**config.mk**
```make
export PLATFORM = sky130hd
export DESIGN_NAME = ic_top
export DESIGN_NICKNAME = d
export VERILOG_FILES = /design/src/rtl/ic_pkg.sv /design/src/rtl/ic_ctrl.sv /design/src/rtl/ic_capture.sv /design/src/rtl/ic_datapath.sv /design/src/rtl/ic_top.sv
export SDC_FILE = /design/constraint.sdc
export NUM_CORES = 1
export LEC_CHECK = 0
export BUFFER_PORTS_ARGS = -buffer_cell sky130_fd_sc_hd__buf_2
export CAP_MARGIN = 20
export CORE_MARGIN = 2
export CORE_UTILIZATION = 45
export CTS_CLUSTER_DIAMETER = 200
export DETAILED_ROUTE_END_ITERATION = 12
export GPL_TIMING_DRIVEN = 0
export PLACE_DENSITY = 0.76
export REMOVE_ABC_BUFFERS = 1
export SYNTH_ARGS = -nofsm -noshare
export SYNTH_HDL_FRONTEND = slang
export SYNTH_SLANG_ARGS = --single-unit
```
**constraint.sdc**
```tcl
create_clock -name clk -period 1.56 [get_ports clk]
set_input_delay 0.234 -clock clk [delete_from_list [all_inputs] [get_ports clk]]
set_output_delay 0.234 -clock clk [all_outputs]
set_load 0.01 [all_outputs]
```
**src/rtl/ic_pkg.sv**
```systemverilog
package ic_pkg;

  localparam int REG_ADDR_W = 3;

  typedef enum logic [REG_ADDR_W-1:0] {
    REG_STATUS  = 3'd0,
    REG_PENDING = 3'd1,
    REG_ENABLE  = 3'd2,
    REG_ACK     = 3'd3,
    REG_SETEN   = 3'd4,
    REG_CLREN   = 3'd5,
    REG_VECTOR  = 3'd6,
    REG_MASTER  = 3'd7
  } regSel_e;

  // strobes from the decoder to the datapath
  typedef struct packed {
    logic    wrEnable;
    logic    setEnable;
    logic    clrEnable;
    logic    ackWrite;
    logic    wrMaster;
    regSel_e rdSel;
  } ctrlStrobes_t;

endpackage

```
**src/rtl/ic_ctrl.sv**
```systemverilog
module ic_ctrl
  import ic_pkg::*;
(
  input  logic [REG_ADDR_W-1:0] busAddr,
  input  logic                  busWrite,
  output ctrlStrobes_t          strobes
);

  regSel_e sel;

  always_comb begin
    sel                = regSel_e'(busAddr);
    strobes.rdSel      = sel;
    strobes.wrEnable   = busWrite && (sel == REG_ENABLE);
    strobes.setEnable  = busWrite && (sel == REG_SETEN);
    strobes.clrEnable  = busWrite && (sel == REG_CLREN);
    strobes.ackWrite   = busWrite && (sel == REG_ACK);
    strobes.wrMaster   = busWrite && (sel == REG_MASTER);
  end

endmodule

```
**src/rtl/ic_capture.sv**
```systemverilog
module ic_capture #(
  parameter int                  NUM_SRC   = 32,
  parameter logic [NUM_SRC-1:0]  EDGE_MASK = '0
) (
  input  logic               clk,
  input  logic               rstN,
  input  logic [NUM_SRC-1:0] srcIn,
  output logic [NUM_SRC-1:0] setVec
);

  for (genvar i = 0; i < NUM_SRC; i++) begin : gSrc
    if (EDGE_MASK[i]) begin : gEdge
      logic prevQ;
      always_ff @(posedge clk or negedge rstN) begin
        if (!rstN) prevQ <= 1'b0;
        else       prevQ <= srcIn[i];
      end
      assign setVec[i] = srcIn[i] & ~prevQ;
    end else begin : gLevel
      assign setVec[i] = srcIn[i];
    end
  end

endmodule

```
**src/rtl/ic_datapath.sv**
```systemverilog
module ic_datapath
  import ic_pkg::*;
#(
  parameter int                  NUM_SRC   = 32,
  parameter int                  DATA_W    = 32,
  parameter logic [NUM_SRC-1:0]  EDGE_MASK = '0
) (
  input  logic               clk,
  input  logic               rstN,
  input  ctrlStrobes_t       strobes,
  input  logic [DATA_W-1:0]  busWdata,
  input  logic [NUM_SRC-1:0] srcIn,
  output logic [DATA_W-1:0]  busRdata,
  output logic               irqOut,
  output logic [NUM_SRC-1:0] statusQ,
  output logic [NUM_SRC-1:0] enableQ,
  output logic [1:0]         masterQ
);

  localparam logic [DATA_W-1:0] NONE_PENDING = '1;

  logic [NUM_SRC-1:0] setVec;
  logic [NUM_SRC-1:0] wMask;
  logic [NUM_SRC-1:0] ackMask;
  logic [NUM_SRC-1:0] pendingVec;
  logic [DATA_W-1:0]  vectorVal;

  assign wMask   = busWdata[NUM_SRC-1:0];
  assign ackMask = strobes.ackWrite ? wMask : '0;

  ic_capture #(.NUM_SRC(NUM_SRC), .EDGE_MASK(EDGE_MASK)) uCapture (
    .clk    (clk),
    .rstN   (rstN),
    .srcIn  (srcIn),
    .setVec (setVec)
  );

  // new capture takes priority over an acknowledge of the same bit
  always_ff @(posedge clk or negedge rstN) begin
    if (!rstN) statusQ <= '0;
    else       statusQ <= (statusQ & ~ackMask) | setVec;
  end

  always_ff @(posedge clk or negedge rstN) begin
    if (!rstN)                  enableQ <= '0;
    else if (strobes.wrEnable)  enableQ <= wMask;
    else if (strobes.setEnable) enableQ <= enableQ | wMask;
    else if (strobes.clrEnable) enableQ <= enableQ & ~wMask;
  end

  always_ff @(posedge clk or negedge rstN) begin
    if (!rstN)                 masterQ <= 2'b00;
    else if (strobes.wrMaster) masterQ <= busWdata[1:0];
  end

  assign pendingVec = statusQ & enableQ;
  assign irqOut     = (masterQ == 2'b11) && (|pendingVec);

  // lowest-numbered pending source wins
  always_comb begin
    vectorVal = NONE_PENDING;
    for (int i = NUM_SRC - 1; i >= 0; i--) begin
      if (pendingVec[i]) vectorVal = DATA_W'(i);
    end
  end

  always_comb begin
    unique case (strobes.rdSel)
      REG_STATUS:  busRdata = DATA_W'(statusQ);
      REG_PENDING: busRdata = DATA_W'(pendingVec);
      REG_ENABLE:  busRdata = DATA_W'(enableQ);
      REG_VECTOR:  busRdata = vectorVal;
      REG_MASTER:  busRdata = DATA_W'(masterQ);
      default:     busRdata = '0;
    endcase
  end

endmodule

```
**src/rtl/ic_top.sv**
```systemverilog
module ic_top
  import ic_pkg::*;
#(
  parameter int                  NUM_SRC   = 32,
  parameter int                  DATA_W    = 32,
  parameter logic [NUM_SRC-1:0]  EDGE_MASK = 32'hFFFF_0000
) (
  input  logic                  clk,
  input  logic                  rstN,
  input  logic [REG_ADDR_W-1:0] busAddr,
  input  logic                  busWrite,
  input  logic [DATA_W-1:0]     busWdata,
  output logic [DATA_W-1:0]     busRdata,
  input  logic [NUM_SRC-1:0]    srcIn,
  output logic                  irqOut
);

  ctrlStrobes_t       strobes;
  logic [NUM_SRC-1:0] statusQ;
  logic [NUM_SRC-1:0] enableQ;
  logic [1:0]         masterQ;

  ic_ctrl uCtrl (
    .busAddr  (busAddr),
    .busWrite (busWrite),
    .strobes  (strobes)
  );

  ic_datapath #(.NUM_SRC(NUM_SRC), .DATA_W(DATA_W), .EDGE_MASK(EDGE_MASK)) uDatapath (
    .clk      (clk),
    .rstN     (rstN),
    .strobes  (strobes),
    .busWdata (busWdata),
    .srcIn    (srcIn),
    .busRdata (busRdata),
    .irqOut   (irqOut),
    .statusQ  (statusQ),
    .enableQ  (enableQ),
    .masterQ  (masterQ)
  );

endmodule

```
# Word-level counts from Yosys, hierarchy flattened

Index checks and enable logic that the tools add are counted.

Logic and storage cells: 112
Bits in registers: 82
Output and inout bits: 33
Input port bits: 70

Bitwise gates (word level): 39
Eq/ne operators: 8
Multiplexer cells: 37
Reduce and logical (&&, ||, !) cells: 9

Operators by type and width:

| operator                                                        | number |
|---|---|
| 32-bit 2-to-1 mux                                               | 36 |
| 32-bit case mux with 5 select lines                             | 1 |
| 32-bit bitwise AND                                              | 3 |
| 32-bit inverter                                                 | 2 |
| 32-bit OR                                                       | 2 |
| 32-bit OR reduction                                             | 1 |
| 1-bit bitwise AND                                               | 16 |
| 1-bit inverter                                                  | 16 |
| 3-bit == test, second input constant                            | 4 |
| 3-bit by 2-bit == test with 1-bit output, second input constant | 2 |
| 1-bit logical AND                                               | 6 |
| 3-bit by 1-bit == test with 1-bit output, second input constant | 1 |
| 3-bit logical NOT                                               | 1 |
| 3-bit nonzero test                                              | 1 |
| 2-bit == test, second input constant                            | 1 |

# Logic depth before layout (Yosys ltp)

Depth in word-level cells: 34
Gate-level depth with buffers: 8
Gate-level depth less buffers: 5

# Modules after synthesis

Synthesis repeated with hierarchy kept, for this count alone.

Cell total of the unflattened synthesis: 477
Area, all modules: 4,788.3 um^2

Modules (own cells, without submodules):

| module      | area an instance (um^2) | seq. area each (um^2) | cells each | instances |
|---|---|---|---|---|
| ic_datapath | 3,967.6                 | 1,651.6               | 421        | 1 |
| ic_capture  | 740.7                   | 400.4                 | 48         | 1 |
| ic_ctrl     | 80.1                    | 0.0                   | 8          | 1 |

# Worst setup path before layout

Ideal clock, no wire load.

Path kind: register to output
Start: reg uDatapath.statusQ[21]
End: out busRdata[10]
Arrival: 1,417 ps
Required time: 1,326 ps
Setup slack: -91 ps
Buffers on the path: 1
Cell stages (with the launch flop): 7
Cells stage by stage: dfrtp_1 a22oi_2 nand3_2 nor3_4 nand4_4 buf_6 o21ai_2

Longest elaborated chain between the ends: 24

Ends and longest elaborated chain:

| what                                | line              | source |
|---|---|---|
| start, declared                     | ic_datapath.sv:15 | `output logic [NUM_SRC-1:0] statusQ,` |
| start signal, assigned              | ic_datapath.sv:41 | `else statusQ <= (statusQ & ~ackMask) \| setVec;` |
| 32-bit bitwise AND                  | ic_datapath.sv:56 | `assign pendingVec = statusQ & enableQ;` |
| 32-bit 2-to-1 mux (22 in a row)     | ic_datapath.sv:63 | `if (pendingVec[i]) vectorVal = DATA_W'(i);` |
| 32-bit case mux with 5 select lines | ic_datapath.sv:68 | `unique case (strobes.rdSel)` |
| end, declared                       | ic_top.sv:13      | `output logic [DATA_W-1:0] busRdata,` |

No other way between the ends.

==> run metrics <==
Max FO, Critical Path=9; PortBufs=102; count leader, synth=dfrtp_1; Final Util=0.6138; CP max-delay cell=dfrtp_1; CP required=1.33 ns; Synth area leaders=dfrtp_1, a22o_1, nand2_1; final worst slack=-0.8581 ns; WHS Path Cells=2; Detailed Route WL=14,220 microns; Design Area, Final=0.006251 sq mm; Core Box Area=0.01018 sq mm; WP depth=8; crit end category=output pin; R2R Setup Slk=0.63 ns; sequential share of the synthesized area=0.4394; P_leak=2.911 nW; layout net count=720; Cell Area, Synth=0.004669 sq mm; P per Cell Area=1016 mW/mm^2; failing checks=negative setup slack; initial antenna violation count=1; r2r endpoint=uDatapath.statusQ[27]; Crit Reg-Reg Startpoint=uDatapath.statusQ[27]; Post-DRT Antenna Nets=0; synth warn=0; DP Worst Slack=-1.632 ns; DRT Pass-1 Iters=5; GRT overflow=0; Post-synth EDFFs=0; arrival time at the worst endpoint=2.18 ns; worst-path cell chain=a22oi_2 -> nand3_2 -> nor3_4 -> buf_6 -> nand4_4 -> buf_6 -> o21ai_2 -> buf_2; post-route minimum period=2.418 ns; final total negative setup slack=-26.43 ns; RSZ-0062 raised after global routing=true; layout cells sized above 1=0.3374; Worst-Skew Late Latency=0.36 ns; H-tree depth=3; Async SR Flop Fraction=1.000; Vias=4,670; Area Overhead vs Synth=33.87%; CP Launch Type=register; die width=105.9 microns; Mapped Cells=506; most frequent CP cell=buf_6; row count=37; clk sink count=82; cell taking the most area after synthesis=dfrtp_1; worst stage delay on the critical path=0.43 ns; DR WL/cell=17.98 microns; number of global-route vias before repair=4,523; placed cell area=0.005294 sq mm; Max-Cap Viols=0; die area=0.01121 sq mm; IO Count=103; leading register cell type out of synthesis=dfrtp_1; Synth top area share=0.4394; # fillers=850; DIE HEIGHT=105.9 microns; DRC Markers=0; clk buf depth=2; vias per cell=5.904; detailed placer's ending HPWL=8849 microns; Rel. slew slack=0.6167; Placer Congestion=0.8738; starting density of the core=0.4585; status=finished, violations left; mean area per synthesized cell=9.228 sq um; peak supply drop=0.7689 mV; clock root buffer master=clkbuf_8; Slew @ Worst Pin=0.5717 ns; HP Class=in -> reg; first-iteration detailed-routing DRC count=367; GRT Util Overall=0.2531; Final setup viols=33; cts bufs inserted=9; crit path buf inv count=3; ANT cells=0; clock slew at reported path FFs=0.08 ns; CTS tree=yes; top cells by count, synth=dfrtp_1, nand2_1, nor2_1; register bit total from synthesis=82; kind of critical path=reg -> out; Clock Skew=0.002952 ns; WHS Endpoint=uDatapath.statusQ[0]; Worst path top cell family by delay=simple AND/OR/NAND/NOR gates; Slew Viols, Final=0; Peak Freq=413.5 MHz; first-pass GRT wire length=22,490 microns; Overall Power=0.006352 W; largest net degree at the start of global routing=45; crit share post-route=1.550; min-delay src=srcIn[0]; Final Hold Fails=0; worst reg2reg path depth=4; Synth cell types=48
report_power, final:
part / switching, W / leakage, nW / internal [W]
logic: 0.000958 / 1.90 / 0.000923
clock network: 0.000771 / 0.119 / 0.00103
registers: 0.000296 / 0.888 / 0.00238
total: 0.00202 / 2.91 / 0.00433
through the flow:
stage          instances  hold WS [ns]
2_1_floorplan        475      -0.06159
3_3_place_gp         713        0.3557
3_5_place_dp         717        0.2474
4_1_cts              780       0.03569
5_1_grt              791       0.02870
6_report             791       0.04335
per-layer routing:
layer | routed length (microns) | global-route usage
met3 | 1187 | 0.07236
met2 | 6816 | 0.4060
met1 | 5870 | 0.3246
met4 | 348 | 0.09680
met5 | 0 | 0
worst max path at each step:
stage,from,to
after floorplan,busWrite,register
after global placement,busAddr[2],register
after detailed placement,busAddr[1],busRdata[23]
after CTS,register,busRdata[6]
after global routing,register,busRdata[22]
final,register,busRdata[6]
worst register-to-register path, stage by stage, from the launching register on:
cell     delay (ns)
dfrtp_2        0.43
buf_6          0.12
buf_4          0.14
nand2_1        0.05
o21ai_0        0.07
layout make-up:
class	instances	area (sq um)	area share
Timing Repair Buffer	162	1182	0.1892
Sequential cell	82	2058	0.3293
Inverter	18	71.32	0.01141
Clock inverter	4	72.57	0.01161
Timing Repair inverter	1	5.005	0.0008006
Multi-Input combinational cell	376	2526	0.4041
Clock buffer	12	165.2	0.02642
Tap cell	136	170.2	0.02722
cell usage in the layout (no fill, tap or decap), types with 2 or more instances in the layout:
cell type | netlist | routed
buf_2 | 14 | 98
nand2_1 | 78 | 77
dfrtp_1 | 82 | 77
nor2_1 | 40 | 39
a21oi_1 | 36 | 36
a22o_1 | 35 | 35
buf_4 | 3 | 30
o21ai_0 | 25 | 23
o21ai_2 | 20 | 22
a32oi_1 | 18 | 18
a21o_1 | 17 | 17
mux2i_1 | 17 | 17
dlygate4sd3_1 | 0 | 17
inv_1 | 18 | 16
nand2b_1 | 15 | 15
o22a_1 | 12 | 12
clkbuf_8 | 0 | 12
a22oi_2 | 1 | 11
buf_6 | 2 | 7
a31oi_1 | 6 | 6
nand3_1 | 5 | 5
dfrtp_2 | 0 | 5
buf_12 | 0 | 4
o22ai_1 | 3 | 3
a211oi_2 | 0 | 3
o211ai_1 | 3 | 3
buf_16 | 0 | 3
clkinvlp_4 | 0 | 2
nand4_1 | 2 | 2
nor2_4 | 0 | 2
and3_1 | 2 | 2
nand3_2 | 2 | 2
nand4_4 | 1 | 2
a32o_1 | 2 | 2
mux2_2 | 2 | 2
a311oi_1 | 2 | 2
bufinv_16 | 0 | 2
buf_8 | 0 | 2
logic make-up (layout without fill, tap and decap cells):
kind of cell / after synthesis / count (layout) / synth area share
compound gates: 203 / 203 / 0.3183
simple gates: 153 / 154 / 0.1522
flops: 82 / 82 / 0.4394
buf+inv: 49 / 197 / 0.04877
mux: 19 / 19 / 0.04126
timing repair:
item                                    CTS  global route
endpoints found under the setup margin   97            65
cloned                                    3             0
pin swaps                                35            11
resized for setup                        42            11
hold buffers                             17             0
hold endpoints to repair                 54             0
buffers inserted                         27            11
Note: power is estimated with default switching activity, not from simulation.
